[src/rtl/flashprog_pkg.sv]
package flashprog_pkg;

  typedef enum logic [3:0] {
    PH_IDLE, PH_SCALE, PH_ADDR, PH_MODE, PH_KICK,
    PH_PMODE, PH_POLL, PH_STAT, PH_DONE
  } phase_t;

  localparam logic [1:0] OP_PROG  = 2'd0;
  localparam logic [1:0] OP_ERASE = 2'd1;
  localparam logic [1:0] OP_READ  = 2'd2;

  localparam logic [1:0] REG_SCALE = 2'd0;
  localparam logic [1:0] REG_ADDR  = 2'd1;
  localparam logic [1:0] REG_CTRL  = 2'd2;
  localparam logic [1:0] REG_DATA  = 2'd3;

  localparam logic [6:0] MODE_PROG  = 7'h10;
  localparam logic [6:0] MODE_ERASE = 7'h20;
  localparam logic [6:0] MODE_READ  = 7'h02;
  localparam logic [6:0] MODE_POLL  = 7'h00;

  localparam logic [7:0] SCALE_WR  = 8'h81;
  localparam logic [7:0] SCALE_RD  = 8'h80;
  localparam logic [7:0] ERASE_KEY = 8'hA5;

  localparam int STAT_W = 10;

  typedef struct packed {
    logic   latch;
    phase_t phase;
    logic   capStat;
    logic   capErr;
  } seqStrobe_t;

endpackage

[src/rtl/flashprog_ctrl.sv]
module flashprog_ctrl
  import flashprog_pkg::*;
(
  input  logic       clk,
  input  logic       rstN,
  input  logic       start,
  input  logic [1:0] op,
  input  logic       accAck,
  input  logic       accErr,
  input  logic       busyBit,
  output seqStrobe_t str,
  output logic       accReq,
  output logic       done
);

  phase_t phase, phaseNext;
  logic   ackOk;

  assign accReq = phase inside {PH_SCALE, PH_ADDR, PH_MODE, PH_KICK, PH_PMODE, PH_POLL, PH_STAT};
  assign done   = (phase == PH_DONE);
  assign ackOk  = accAck && !accErr;

  always_comb begin
    phaseNext   = phase;
    str.latch   = 1'b0;
    str.capStat = 1'b0;
    str.capErr  = 1'b0;
    str.phase   = phase;
    case (phase)
      PH_IDLE: if (start && op != 2'd3) begin
        phaseNext = PH_SCALE;
        str.latch = 1'b1;
      end
      PH_DONE: phaseNext = PH_IDLE;
      default: begin
        if (accAck && accErr) begin
          phaseNext  = PH_DONE;
          str.capErr = 1'b1;
        end else if (ackOk) begin
          case (phase)
            PH_SCALE: phaseNext = PH_ADDR;
            PH_ADDR:  phaseNext = PH_MODE;
            PH_MODE:  phaseNext = PH_KICK;
            PH_KICK:  phaseNext = PH_PMODE;
            PH_PMODE: phaseNext = PH_POLL;
            PH_POLL:  phaseNext = busyBit ? PH_POLL : PH_STAT;
            PH_STAT: begin
              phaseNext   = PH_DONE;
              str.capStat = 1'b1;
            end
            default:  phaseNext = PH_IDLE;
          endcase
        end
      end
    endcase
  end

  always_ff @(posedge clk or negedge rstN) begin
    if (!rstN) phase <= PH_IDLE;
    else       phase <= phaseNext;
  end


  err_abort_chk: assert property (@(posedge clk) disable iff (!rstN)
    accReq && accAck && accErr |=> done && !accReq);


  done_pulse_chk: assert property (@(posedge clk) disable iff (!rstN)
    done |=> !done);


  done_noreq_chk: assert property (@(posedge clk) disable iff (!rstN)
    done |-> !accReq);


  bad_op_chk: assert property (@(posedge clk) disable iff (!rstN)
    !accReq && !done && start && op == 2'd3 |=> !accReq);


  poll_repeat_chk: assert property (@(posedge clk) disable iff (!rstN)
    phase == PH_POLL && accAck && !accErr && busyBit |=> phase == PH_POLL);

endmodule

[src/rtl/flashprog_dp.sv]
module flashprog_dp
  import flashprog_pkg::*;
#(
  parameter int ADDR_W = 16,
  localparam int LEN_W = $clog2(ADDR_W + 1)
) (
  input  logic              clk,
  input  logic              rstN,
  input  seqStrobe_t        str,
  input  logic [1:0]        op,
  input  logic [ADDR_W-1:0] addr,
  input  logic [7:0]        wrData,
  input  logic              ctlBit7,
  input  logic              accAck,
  input  logic [STAT_W-1:0] accRData,
  output logic [1:0]        accRegSel,
  output logic              accWrite,
  output logic [LEN_W-1:0]  accLen,
  output logic [ADDR_W-1:0] accWData,
  output logic [7:0]        rdByte,
  output logic              fail
);

  localparam int PAD_W = ADDR_W - 8;

  logic [1:0]        opQ;
  logic [ADDR_W-1:0] addrQ;
  logic [7:0]        dataQ;
  logic              b7Q;
  logic [6:0]        modeCode;
  logic              isRead;

  assign isRead = (opQ == OP_READ);

  always_ff @(posedge clk or negedge rstN) begin
    if (!rstN) begin
      opQ   <= OP_PROG;
      addrQ <= '0;
      dataQ <= '0;
      b7Q   <= 1'b0;
    end else if (str.latch) begin
      opQ   <= op;
      addrQ <= addr;
      dataQ <= wrData;
      b7Q   <= ctlBit7;
    end
  end

  always_comb begin
    case (opQ)
      OP_ERASE: modeCode = MODE_ERASE;
      OP_READ:  modeCode = MODE_READ;
      default:  modeCode = MODE_PROG;
    endcase
  end

  always_comb begin
    accRegSel = REG_DATA;
    accWrite  = 1'b0;
    accLen    = LEN_W'(1);
    accWData  = '0;
    case (str.phase)
      PH_SCALE: begin
        accRegSel = REG_SCALE;
        accWrite  = 1'b1;
        accLen    = LEN_W'(8);
        accWData  = {{PAD_W{1'b0}}, (isRead ? SCALE_RD : SCALE_WR)};
      end
      PH_ADDR: begin
        accRegSel = REG_ADDR;
        accWrite  = 1'b1;
        accLen    = LEN_W'(ADDR_W);
        accWData  = addrQ;
      end
      PH_MODE: begin
        accRegSel = REG_CTRL;
        accWrite  = 1'b1;
        accLen    = LEN_W'(8);
        accWData  = {{PAD_W{1'b0}}, b7Q, modeCode};
      end
      PH_KICK: begin
        accWrite = !isRead;
        accLen   = isRead ? LEN_W'(STAT_W) : LEN_W'(8);
        if (!isRead)
          accWData = {{PAD_W{1'b0}}, (opQ == OP_ERASE ? ERASE_KEY : dataQ)};
      end
      PH_PMODE: begin
        accRegSel = REG_CTRL;
        accWrite  = 1'b1;
        accLen    = LEN_W'(8);
        accWData  = {{PAD_W{1'b0}}, b7Q, MODE_POLL};
      end
      PH_STAT: accLen = isRead ? LEN_W'(STAT_W) : LEN_W'(2);
      default: ;
    endcase
  end

  always_ff @(posedge clk or negedge rstN) begin
    if (!rstN) begin
      fail   <= 1'b0;
      rdByte <= '0;
    end else if (str.capErr) begin
      fail   <= 1'b1;
      rdByte <= '0;
    end else if (str.capStat) begin
      fail   <= accRData[1];
      rdByte <= isRead ? accRData[STAT_W-1:2] : 8'h00;
    end
  end


  fields_hold_chk: assert property (@(posedge clk) disable iff (!rstN)
    (str.phase inside {PH_SCALE, PH_ADDR, PH_MODE, PH_KICK, PH_PMODE, PH_POLL, PH_STAT}) && !accAck
    |=> $stable(accRegSel) && $stable(accWrite) && $stable(accLen) && $stable(accWData));


  poll_shape_chk: assert property (@(posedge clk) disable iff (!rstN)
    str.phase == PH_POLL |-> accLen == LEN_W'(1) && !accWrite && accRegSel == REG_DATA && accWData == '0);


  err_fail_chk: assert property (@(posedge clk) disable iff (!rstN)
    str.capErr |=> fail && rdByte == 8'h00);

endmodule

[src/rtl/flashprog_seq.sv]
module flashprog_seq
  import flashprog_pkg::*;
#(
  parameter int ADDR_W = 16,
  localparam int LEN_W = $clog2(ADDR_W + 1)
) (
  input  logic              clk,
  input  logic              rstN,
  input  logic              start,
  input  logic [1:0]        op,
  input  logic [ADDR_W-1:0] addr,
  input  logic [7:0]        wrData,
  input  logic              ctlBit7,
  output logic              accReq,
  output logic              accWrite,
  output logic [1:0]        accRegSel,
  output logic [LEN_W-1:0]  accLen,
  output logic [ADDR_W-1:0] accWData,
  input  logic              accAck,
  input  logic              accErr,
  input  logic [9:0]        accRData,
  output logic [7:0]        rdByte,
  output logic              fail,
  output logic              done
);

  seqStrobe_t str;

  flashprog_ctrl ctrl_i (
    .clk     (clk),
    .rstN    (rstN),
    .start   (start),
    .op      (op),
    .accAck  (accAck),
    .accErr  (accErr),
    .busyBit (accRData[0]),
    .str     (str),
    .accReq  (accReq),
    .done    (done)
  );

  flashprog_dp #(.ADDR_W(ADDR_W)) dp_i (
    .clk       (clk),
    .rstN      (rstN),
    .str       (str),
    .op        (op),
    .addr      (addr),
    .wrData    (wrData),
    .ctlBit7   (ctlBit7),
    .accAck    (accAck),
    .accRData  (accRData),
    .accRegSel (accRegSel),
    .accWrite  (accWrite),
    .accLen    (accLen),
    .accWData  (accWData),
    .rdByte    (rdByte),
    .fail      (fail)
  );

endmodule

[config.mk]
export PLATFORM = sky130hd
export DESIGN_NAME = flashprog_seq
export DESIGN_NICKNAME = d
export VERILOG_FILES = /design/src/rtl/flashprog_pkg.sv /design/src/rtl/flashprog_ctrl.sv /design/src/rtl/flashprog_dp.sv /design/src/rtl/flashprog_seq.sv
export SDC_FILE = /design/constraint.sdc
export NUM_CORES = 1
export LEC_CHECK = 0
export BUFFER_PORTS_ARGS = -buffer_cell sky130_fd_sc_hd__buf_2
export CORE_ASPECT_RATIO = 0.5
export CORE_MARGIN = 2
export CORE_UTILIZATION = 45
export CTS_CLUSTER_SIZE = 10
export DETAILED_ROUTE_END_ITERATION = 10
export PLACE_DENSITY = 0.87
export SKIP_LAST_GASP = 1
export SYNTH_ARGS = -nofsm -noshare
export SYNTH_HDL_FRONTEND = slang
export SYNTH_HIERARCHICAL = 1
export SYNTH_SLANG_ARGS = --single-unit
[constraint.sdc]
create_clock -name clk -period 1.9 [get_ports clk]
set_input_delay 0.285 -clock clk [delete_from_list [all_inputs] [get_ports clk]]
set_output_delay 0.285 -clock clk [all_outputs]
set_load 0.005 [all_outputs]
# Word-level counts from Yosys, hierarchy flattened
# Index checks and enable logic that the tools add are counted.
dict set report totals {
  out_inout_bits 35
  register_bits 40
  in_bits 42
  word_cells 61
}
dict set report classes {
  eq_ne 12
  n_reduce_logical 14
  muxes 28
}
# op n
set op_table {}
lappend op_table {{16-bit one-hot mux with 5 select lines} 1}
lappend op_table {{8-bit two-way mux} 5}
lappend op_table {{4-bit one-hot mux with 7 select lines} 1}
lappend op_table {{5-bit one-hot mux with 4 select lines} 1}
lappend op_table {{4-bit by 3-bit == test with 1-bit output, second input constant} 4}
lappend op_table {{4-bit two-way mux} 4}
lappend op_table {{6-bit one-hot mux with 2 select lines} 1}
lappend op_table {{1-bit two-way mux} 10}
lappend op_table {{4-bit by 2-bit == test with 1-bit output, second input constant} 2}
lappend op_table {{4-bit one-hot mux with 2 select lines} 1}
lappend op_table {{7-bit nonzero test} 1}
lappend op_table {{2-bit one-hot mux with 3 select lines} 1}
lappend op_table {{4-bit by 1-bit == test with 1-bit output, second input constant} 1}
lappend op_table {{4-bit == test, second input constant} 1}
lappend op_table {{4-bit logical NOT} 1}
lappend op_table {{2-bit two-way mux} 2}
lappend op_table {{4-bit nonzero test} 1}
lappend op_table {{2-bit OR reduction} 2}
lappend op_table {{4-bit OR reduction} 1}
lappend op_table {{1-bit logical AND} 3}
lappend op_table {{3-bit OR reduction} 1}
lappend op_table {{2-bit by 1-bit == test with 1-bit output, second input constant} 1}
lappend op_table {{2-bit == test, second input constant} 1}
lappend op_table {{1-bit logical NOT} 2}
lappend op_table {{5 further kinds} 5}

# Logic depth before layout (Yosys ltp)
# Gate-level depths: netlist of the first run.
dict set report depth {
  ltp_word 7
  mapped_depth 8
  mapped_depth_nobuf 5
}

# Hierarchy
# Netlist of the first run, hierarchy kept.
# module cells_per_inst seq_area_each_um2 area_per_inst_um2 instances
set modules_own_cells {}
lappend modules_own_cells {flashprog_dp 164 900.9 1854.3 1}
lappend modules_own_cells {flashprog_ctrl 39 100.1 324.1 1}

# Worst setup path after synthesis of the first run
# Ideal clock, no wire load.
dict set report synth_timing {
  kind {reg2reg}
  from {register ctrl_i.phase[2]}
  to {register dp_i.addrQ[12]}
  path_buffers 3
  arrival_ns 1.721
  t_required_ns 1.775
  path_slack_ns 0.055
  period_less_slack_ns 1.845
  stages_incl_launch_ff 8
  setup_ns 0.125
  path_cell_list {dfrtp_1 > buf_2 > nor3_4 > nand2_1 > nor2_1 > buf_2 > buf_2 > mux2_2}
}
# item line_no
set synth_lines {}
lappend synth_lines {{start, declared} flashprog_ctrl.sv:16} ;# phase_t phase, phaseNext;
lappend synth_lines {{start signal, assigned} flashprog_ctrl.sv:60} ;# else phase <= phaseNext;
lappend synth_lines {{end signal, assigned} flashprog_dp.sv:43} ;# addrQ <= addr;
lappend synth_lines {{end, declared} flashprog_dp.sv:27} ;# logic [ADDR_W-1:0] addrQ;

# Worst setup path in the final report of the first run
dict set report layout_timing {
  from {register dp_i.opQ[1]}
  to {output accWData[6]}
}
dict set report layout_via {
  elab_chain_len 4
  elab_cells_between_ends 5
  cone_classes {eq/ne: 2; mux: 3}
}
# item line_no
set layout_rtl {}
lappend layout_rtl {{start, declared} flashprog_dp.sv:26} ;# logic [1:0] opQ;
lappend layout_rtl {{start signal, assigned} flashprog_dp.sv:42} ;# opQ <= op;
lappend layout_rtl {{2-bit by 1-bit == test with 1-bit output} flashprog_dp.sv:85} ;# accWData = {{PAD_W{1'b0}}, (opQ == OP_ERASE ? ERASE_KEY : dataQ)};
lappend layout_rtl {{8-bit two-way mux} flashprog_dp.sv:85}
lappend layout_rtl {{8-bit two-way mux (*)} flashprog_dp.sv:84} ;# if (!isRead)
lappend layout_rtl {{16-bit one-hot mux with 5 select lines (*)} flashprog_dp.sv:62} ;# case (str.phase)
lappend layout_rtl {{end, declared} flashprog_seq.sv:18} ;# output logic [ADDR_W-1:0] accWData,
# Every way passes the cells marked *; elsewhere a longest branch is shown, timed or not.

==> impl_metrics.tcl, run 1 <==
set metrics [dict create \
    wl_per_cell_microns 15.9 \
    synth_xor_area_frac 0.00402 \
    synth.largest_area_cell "dfrtp_1" \
    cts_hold_buf 0 \
    dp_cells 344 \
    grtUsageMet2 0.390 \
    cts_root_buf "clkbuf_8" \
    totalWireLength_microns 5770 \
    synth_top_family_by_area "simple AND/OR/NAND/NOR gates" \
    min_period_ns 2.20 \
    ys.flop_type "dfrtp_1" \
    ant_nets 0 \
    first_pass_iters 4 \
    syn_inst 203 \
    slew_headroom 0.611 \
    yosysMostFrequentCell "dfrtp_1" \
    num_vias 1900 \
    synth_nets 249 \
    fmax_mhz 454 \
    fin_crit_sh 1.16 \
    rsz0062_at_grt "yes" \
    viasPerCell 5.23 \
    ys_ff_latch 40 \
    finalSetupViolCount 17 \
    drc 0 \
    powerDensity_nw_per_um2 1400 \
    worstPathMaxFanout 4 \
    numCtsBuffers 5 \
    drive_above_1_share 0.572 \
    syn_area_sq_um 2180 \
    clock_sinks 40 \
    die_w_microns 102 \
    clockBufferDepth 2 \
    instances_no_fill 363 \
    hp-class "in -> async" \
    antenna_cells 0 \
    rows 17 \
    violations "negative setup slack" \
    cts_tree "built" \
    met1_usage 0.248 \
    hold_violations 0 \
    core_sq_um 4530 \
    gp_congestion 0.822 \
    avgSynthCellArea_sq_um 10.7 \
    cap_violations 0 \
    seq_area_sq_um 1010 \
    antenna_found_initial 0 \
    initial_core_util 0.481 \
    synthArstFlopShare 1.00 \
    status "complete, but fails checks" \
    ys_types 48 \
    syn2layout_area_growth_pct 39.2 \
    die-area_sq_um 5450 \
    dp_slack_ns -0.00699 \
    synthSimpleGateAreaFrac 0.192 \
    use_met3 0.0476 \
    grt_use_total 0.212 \
    grt_pass1_vias 1913 \
    dpl.hpwl_microns 3810 \
    h-tree-depth 2 \
    drt_iter0_drc 84 \
    yosys-top-cells-area "dfrtp_1 (46%), mux2_2 (13%), nand2b_1 (3.2%)" \
    clkTransAtPathRegs_ns 0.08 \
    tightestPinTransition_ns 0.581 \
    multiInputGateArea_sq_um 1130 \
    pin_count 77 \
    end_kind "primary output" \
    fp.dieH_microns 53.2 \
    fillers 326 \
    critPathKind "reg -> out" \
    synthMuxAreaShare 0.134 \
    yosysWarnings 6 \
    worstPathRequired_ns 1.62 \
    synth-compound-area-share 0.123 \
    nets 342 \
    synth_edf_count 0 \
    yosysSeqAreaShare 0.460 \
    drv_slew 0 \
    grt.busiest_layer "met2" \
    power_mw 4.26 \
    synth_top_area_frac 0.460 \
    vdd_drop_max_mv 0.505 \
    grt_first_pass_wirelength_microns 8630 \
    grt_max_degree 41 \
    yosys-top-cells-count "dfrtp_1 (40), mux2_2 (25), a21oi_1 (12), nand2_1 (11), nand2b_1 (11)" \
    leakagePower_nw 1.42 \
    insertion_delay_ns 0.29 \
    port_buffers 75 \
    start_kind "flip-flop" \
    grt-ovfl-total 0 \
    clock_skew_ns 0.00572 \
    worst_slack_ns -0.302 \
    synthAdderAreaFrac 0.0230 \
    arrival_ns 1.92 \
]
==> sequential cells by signal (all words and copies together) (netlist names) <==
signal,count
ctrl_i/phase,4
dp_i/addrQ,16
dp_i/b7Q,1
dp_i/dataQ,8
dp_i/fail,1
dp_i/opQ,2
dp_i/rdByte,8
==> kinds of logic (layout without fill, tap and decap cells) <==
family                   count (synthesis)  count (layout)
AO/OA/AOI/OAI                           40              40
XOR/XNOR                                 1               1
adder cells (fa/ha/maj)                  4               4
buffers and inverters                   26             120
flip-flops                              40              40
multiplexers                            26              26
other                                    1               1
AND/OR/NAND/NOR                         65              65
==> report_power, final <==
part / internal [mW] / switching (mW)
Clock: 0.295 / 0.292
Sequential: 1.19 / 0.260
Combinational: 1.25 / 0.974
Total: 2.73 / 1.53
==> timing repair <==
action	in CTS	in global routing
gates cloned	0	1
pin swaps	5	13
gates resized for setup	12	24
endpoints found under the setup margin	17	20
buffers inserted	4	6
==> area by class of cell <==
| class | instances | area share |
|---|---|---|
| multi-input cells | 137 | 0.373 |
| well taps | 66 | 0.0272 |
| inverters | 8 | 0.00990 |
| clock buffers | 7 | 0.0285 |
| repair buffers | 104 | 0.227 |
| clock inverters | 1 | 0.00248 |
| flip-flops and latches | 40 | 0.332 |
==> stage by stage <==
stage | TNS [ns] | hold WS (ns) | utilization | area, sq um
2_1_floorplan | 0 | -0.0106 | - | 2180
3_3_place_gp | 0 | 0.365 | 0.596 | 2700
3_5_place_dp | -0.0108 | 0.385 | 0.596 | 2700
4_1_cts | -2.10 | 0.0664 | 0.634 | 2870
5_1_grt | -3.44 | 0.0906 | 0.669 | 3030
6_report | -2.56 | 0.0513 | 0.669 | 3030
==> cells in the final DEF, fill, tap and decap left out, drive strengths merged, types with 2 or more instances in the layout <==
cell type / n
nand2b: 12
inv: 8
a22o: 4
a21oi: 12
nor4bb: 2
mux2: 25
o22ai: 3
and2: 9
nor2: 9
buf: 103
ha: 4
o32ai: 2
or4: 2
nor2b: 4
o21ai: 7
nand3: 9
clkbuf: 8
nand2: 11
a22oi: 2
a21o: 2
dfrtp: 40
==> routing by layer <==
| layer | share of wire | routed length (microns) |
|---|---|---|
| met1 | 0.42 | 2410 |
| met2 | 0.52 | 3020 |
| met3 | 0.044 | 252 |
| met4 | 0.015 | 89 |
| met5 | 0 | 0 |
==> worst max-delay path: stages, from the launching register on <==
cell     delay (ns)
dfrtp_2        0.45
ha_4           0.18
or4_4          0.55
nor2_4         0.18
a22o_1         0.17
buf_2          0.11
==> final timing paths <==
check,startpoint,endpoint,slack [ns],cells past startpoint
max in group asynchronous,rstN,ctrl_i/phase[1]$_DFFE_PN0P_,1.47,2
worst min register to register,dp_i/addrQ[15]$_DFFE_PN0P_,dp_i/addrQ[15]$_DFFE_PN0P_,0.50,1
min in group clk,accRData[1],dp_i/fail$_DFFE_PN0P_,0.21,2
worst max-delay path,dp_i/opQ[1]$_DFFE_PN0P_,accWData[6],-0.30,5
worst max register to register,ctrl_i/phase[0]$_DFFE_PN0P_,dp_i/dataQ[7]$_DFFE_PN0P_,0.06,6
worst min-delay path,rstN,dp_i/addrQ[11]$_DFFE_PN0P_,0.05,2
No activity file was read; power rests on OpenSTA's default activity.
==> inputs of run 2 (changes only) <==
- CORE_MARGIN: 2 -> 10
==> impl_metrics.tcl, run 2 (same netlist as run 1, synthesis figures left out) <==
set metrics [dict create \
    status "complete, but fails checks" \
    violations "negative setup slack" \
    final_common_cell "buf_2" \
    core_sq_um 4530 \
    die-area_sq_um 8190 \
    dp_slack_ns 0.00787 \
    p_clk_frac 0.137 \
    switchingPower_mw 1.50 \
    path_buf_inv 2 \
    drive_above_1_share 0.533 \
    syn2layout_area_growth_pct 34.9 \
    cts_tree "built" \
    num_vias 1891 \
    biggestRegsByFlops "dp_i/addrQ (16), dp_i/dataQ (8), dp_i/rdByte (8)" \
    worst_slack_ns -0.219 \
    p_comb_frac 0.520 \
    worstPathMaxFanout 4 \
    drt_iter0_drc 140 \
    nets 336 \
    numCtsBuffers 5 \
    antenna_cells 0 \
    fp.dieH_microns 69.2 \
    ant_nets 0 \
    fin_crit_sh 1.12 \
    grt_first_pass_wirelength_microns 9240 \
    switching_share 0.368 \
    worst-path-stages 6 \
    critPathKind "reg -> out" \
    insertion_delay_ns 0.30 \
    clock_skew_ns 0.00559 \
    first_pass_iters 5 \
    r2r_slack_ns 0.05 \
    start_kind "flip-flop" \
    grt-ovfl-total 0 \
    rsz0062_at_grt "yes" \
    dpl.hpwl_microns 4410 \
    post-route-util 0.649 \
    slowest_delay_ns 0.43 \
    crit_chain "inv_1 -> ha_4 -> or4_4 -> nor2_4 -> a22o_1 -> buf_2" \
    slowest_stage "or4_4" \
    fmax_mhz 472 \
    initial_core_util 0.481 \
    drv_slew 0 \
    leakagePower_nw 1.39 \
    hp-class "in -> async" \
    cap_violations 0 \
    wl_per_cell_microns 17.7 \
    power_mw 4.08 \
    powerDensity_nw_per_um2 1390 \
    arrival_ns 1.83 \
    drc 0 \
    gp_congestion 0.795 \
    port_buffers 75 \
    clock_sinks 40 \
    die_w_microns 118 \
    antenna_found_initial 0 \
    vdd_drop_max_mv 0.497 \
    grt_max_degree 41 \
    totalWireLength_microns 6340 \
    slew_headroom 0.614 \
    pin_count 77 \
    h-tree-depth 2 \
    worstPathRequired_ns 1.62 \
    min_period_ns 2.12 \
    rows 17 \
    grt_use_total 0.136 \
    top_register "dp_i/addrQ" \
    viasPerCell 5.30 \
    finalSetupViolCount 9 \
    internal_power_mw 2.58 \
    r2r_cells 6 \
    tightestPinTransition_ns 0.577 \
    end_kind "primary output" \
    clockBufferDepth 2 \
    final_cell_mix "buf_2 (75), dfrtp_1 (37), mux2_2 (25), buf_4 (17)" \
    grt_pass1_vias 1926 \
    clkTransAtPathRegs_ns 0.08 \
    cts_root_buf "clkbuf_8" \
    hold_violations 0 \
    critical-path-top-delay-family "simple AND/OR/NAND/NOR gates" \
    seq_power_share 0.343 \
    largest_register_ffs 16 \
    fin_hold_ws_ns 0.0473 \
]
run 2: cell count changes in the layout (fill, tap and decap cells not counted), moves of 2 or more:
| cell | previous run | this run |
|---|---|---|
| buf_2 | 67 | 75 |
| buf_4 | 25 | 17 |
| and2_1 | 2 | 9 |
| and2_4 | 7 | 0 |
| buf_6 | 9 | 3 |
| clkinv_2 | 0 | 2 |
| dfrtp_1 | 35 | 37 |
| dfrtp_2 | 5 | 3 |
run 2: power by group through the flow:
stage	sequential, mW	combinational (mW)	clock [mW]
floorplan	1.35	1.20	0
global placement	1.38	1.75	0
detailed placement	1.41	1.81	0
CTS	1.40	1.96	0.571
global route	1.44	2.32	0.619
finish	1.40	2.12	0.558
run 2: what timing repair did:
item / CTS / global route
setup buffers: 3 / 1
hold buffers: 0 / 0
gates cloned: 0 / 2
gates resized for setup: 14 / 8
endpoints found under the hold margin: 0 / 0
pin swaps: 8 / 5
setup endpoints to repair: 10 / 42
run 2: final cells by class:
type / instances / area, sq um
Clock inverter: 3 / 18.8
Clock buffer: 5 / 68.8
Tap cell: 66 / 82.6
Timing Repair Buffer: 98 / 607
Fill cell: 359 / 1590
Multi-Input combinational cell: 137 / 1130
Inverter: 8 / 30.0
Sequential cell: 40 / 1000
run 2: path summary, 6_finish.rpt:
path                                              from                           to
setup / recovery               dp_i/opQ[1]$_DFFE_PN0P_                  accWData[3]
hold / removal                                    rstN    dp_i/addrQ[4]$_DFFE_PN0P_
setup reg to reg           ctrl_i/phase[2]$_DFFE_PN0P_    dp_i/dataQ[6]$_DFFE_PN0P_
hold reg to reg             dp_i/addrQ[14]$_DFFE_PN0P_   dp_i/addrQ[14]$_DFFE_PN0P_
max in group asynchronous                         rstN  ctrl_i/phase[2]$_DFFE_PN0P_
min in group clk                             wrData[0]    dp_i/dataQ[0]$_DFFE_PN0P_
run 2: layer usage:
| metal | routed length [microns] | vias up | share of wire | GRT usage |
|---|---|---|---|---|
| li1 | - | 878 | - | - |
| met1 | 2350 | 933 | 0.37 | 0.135 |
| met2 | 3490 | 68 | 0.55 | 0.261 |
| met3 | 420 | 12 | 0.066 | 0.0445 |
| met4 | 75 | 0 | 0.012 | 0.0466 |
| met5 | 0 | - | 0 | 0 |
run 2: worst register-to-register path, stage by stage, from the launching register on:
cell and delay, ns:
dfrtp_2 0.45, buf_4 0.20, nor3_4 0.20, nand2_2 0.09, nor2_4 0.25, clkbuf_16 0.22, mux2_2 0.33
run 2: through the flow:
stage	std cells	area [sq um]	setup TNS [ns]
after floorplan	203	2180	0
after global placement	344	2690	0
after detailed placement	344	2690	0
after CTS	355	2850	-1.37
after global routing	357	2940	-2.23
final	357	2940	-1.23
==> inputs of run 3 (changes only) <==
- CORE_UTILIZATION: 45 -> 25
- PLACE_DENSITY: 0.87 -> 0.58
==> impl_metrics.tcl, run 3 (same netlist as run 1, synthesis figures left out) <==
set metrics [dict create \
    syn2layout_area_growth_pct 44.1 \
    final_common_cell "buf_2" \
    start_kind "flip-flop" \
    grt_max_degree 41 \
    dpl.hpwl_microns 4950 \
    route.met3.wl_microns 207 \
    top_register "dp_i/addrQ" \
    drc 0 \
    min_period_ns 2.11 \
    drive_above_1_share 0.560 \
    grt-ovfl-total 0 \
    grt_pass1_vias 2001 \
    nets 338 \
    rsz0062_at_grt "yes" \
    drv_slew 0 \
    worst_slack_ns -0.214 \
    totalWireLength_microns 6620 \
    clockBufferDepth 2 \
    initial_core_util 0.265 \
    insertion_delay_ns 0.28 \
    power_mw 4.63 \
    gp_congestion 0.809 \
    port_buffers 75 \
    biggestRegsByFlops "dp_i/addrQ (16), dp_i/dataQ (8), dp_i/rdByte (8)" \
    numCtsBuffers 5 \
    worstPathRequired_ns 1.62 \
    drt_iter0_drc 81 \
    clock_sinks 40 \
    fmax_mhz 473 \
    violations "negative setup slack" \
    num_vias 1826 \
    crit_chain "ha_4 -> or4_4 -> nor2_4 -> a22o_1 -> buf_2" \
    cts_tree "built" \
    leakagePower_nw 1.45 \
    final_area_sq_um 3140 \
    status "complete, but fails checks" \
    cts_root_buf "clkbuf_16" \
    h-tree-depth 2 \
    tightestPinTransition_ns 0.525 \
    cts_hold_buf 0 \
    rows 23 \
    routedLengthMet1_microns 2670 \
    wl_per_cell_microns 16.3 \
    arrival_ns 1.83 \
    fillers 858 \
    placed_cell_area_sq_um 2770 \
    grt_first_pass_wirelength_microns 10500 \
    fin_crit_sh 1.11 \
    slowest_stage "or4_4" \
    antenna_found_initial 1 \
    largest_register_ffs 16 \
    ant_nets 0 \
    first_pass_iters 4 \
    pin_count 77 \
    antenna_cells 0 \
    finalSetupViolCount 10 \
    grt_use_total 0.0980 \
    vdd_drop_max_mv 0.547 \
    clock_skew_ns 0.00431 \
    die-area_sq_um 13100 \
    hp-class "in -> async" \
    slew_headroom 0.650 \
    cap_violations 0 \
    viasPerCell 4.51 \
    worstPathMaxFanout 4 \
    critical-path-top-delay-family "simple AND/OR/NAND/NOR gates" \
    fp.dieH_microns 86.0 \
    core_sq_um 8230 \
    die_w_microns 152 \
    hold_violations 0 \
    slowest_delay_ns 0.54 \
    clkTransAtPathRegs_ns 0.06 \
    powerDensity_nw_per_um2 1480 \
    top_layer "met5" \
    end_kind "primary output" \
    final_cell_mix "buf_2 (68), dfrtp_1 (35), mux2_2 (25), buf_4 (20)" \
    wl_met2_microns 3690 \
    critPathKind "reg -> out" \
    path_buf_inv 1 \
]
## run 3: cell types whose count changed in the layout (fill, tap and decap cells not counted), sizes merged
cell,delta
buf,+4
clkinv,-3
bufinv,+1
## run 3: power by group
part / switching, mW / internal (mW)
clock network: 0.325 / 0.691
registers: 0.246 / 1.19
logic: 0.969 / 1.21
total: 1.54 / 3.09
## run 3: path summary, 6_finish.rpt
check	from	slack (ns)	to	cells past startpoint
worst max-delay path	dp_i/opQ[1]$_DFFE_PN0P_	-0.21	accWData[6]	5
worst min-delay path	rstN	0.07	dp_i/addrQ[14]$_DFFE_PN0P_	2
worst max register to register	ctrl_i/phase[0]$_DFFE_PN0P_	0.16	dp_i/addrQ[10]$_DFFE_PN0P_	6
worst min register to register	dp_i/addrQ[15]$_DFFE_PN0P_	0.50	dp_i/addrQ[15]$_DFFE_PN0P_	1
max in group asynchronous	rstN	1.43	ctrl_i/phase[2]$_DFFE_PN0P_	2
min in group clk	accRData[1]	0.23	dp_i/fail$_DFFE_PN0P_	2
## run 3: worst reg2reg max path, delay by kind of cell (launching register included)
kind,cells,cell delay (ns)
simple gates,3,0.41
mux,1,0.37
buf+inv,2,0.39
flops,1,0.46
## run 3: stage by stage
stage | hold slack [ns] | cells | util | setup TNS [ns] | setup slack, ns
after floorplan | -0.0106 | 203 | - | 0 | 0.0546
after global placement | 0.375 | 392 | 0.337 | 0 | 0.0269
after detailed placement | 0.389 | 392 | 0.337 | -0.0404 | -0.0216
after CTS | 0.0885 | 405 | 0.373 | -1.68 | -0.243
after global routing | 0.120 | 405 | 0.381 | -2.34 | -0.283
final | 0.0713 | 405 | 0.381 | -1.63 | -0.214
## run 3: final cells by class
class | instances | area (sq um) | share of cell area
repair buffers | 100 | 659 | 0.210
flip-flops and latches | 40 | 1010 | 0.321
clock inverters | 1 | 30.0 | 0.00957
inverters | 8 | 30.0 | 0.00957
well taps | 112 | 140 | 0.0446
clock buffers | 7 | 153 | 0.0486
multi-input cells | 137 | 1120 | 0.357
## run 3: per-layer routing
layer,GRT usage,vias to the layer above
met1,0.103,906
met5,0,-
met4,0.0313,2
met3,0.0249,6
met2,0.190,23
li1,-,889
## run 3: repair_timing
item / in CTS / in global routing
gates cloned: 1 / 0
resized for setup: 16 / 19
pin swaps: 10 / 7
buffers inserted: 4 / 0
endpoints found under the setup margin: 17 / 18
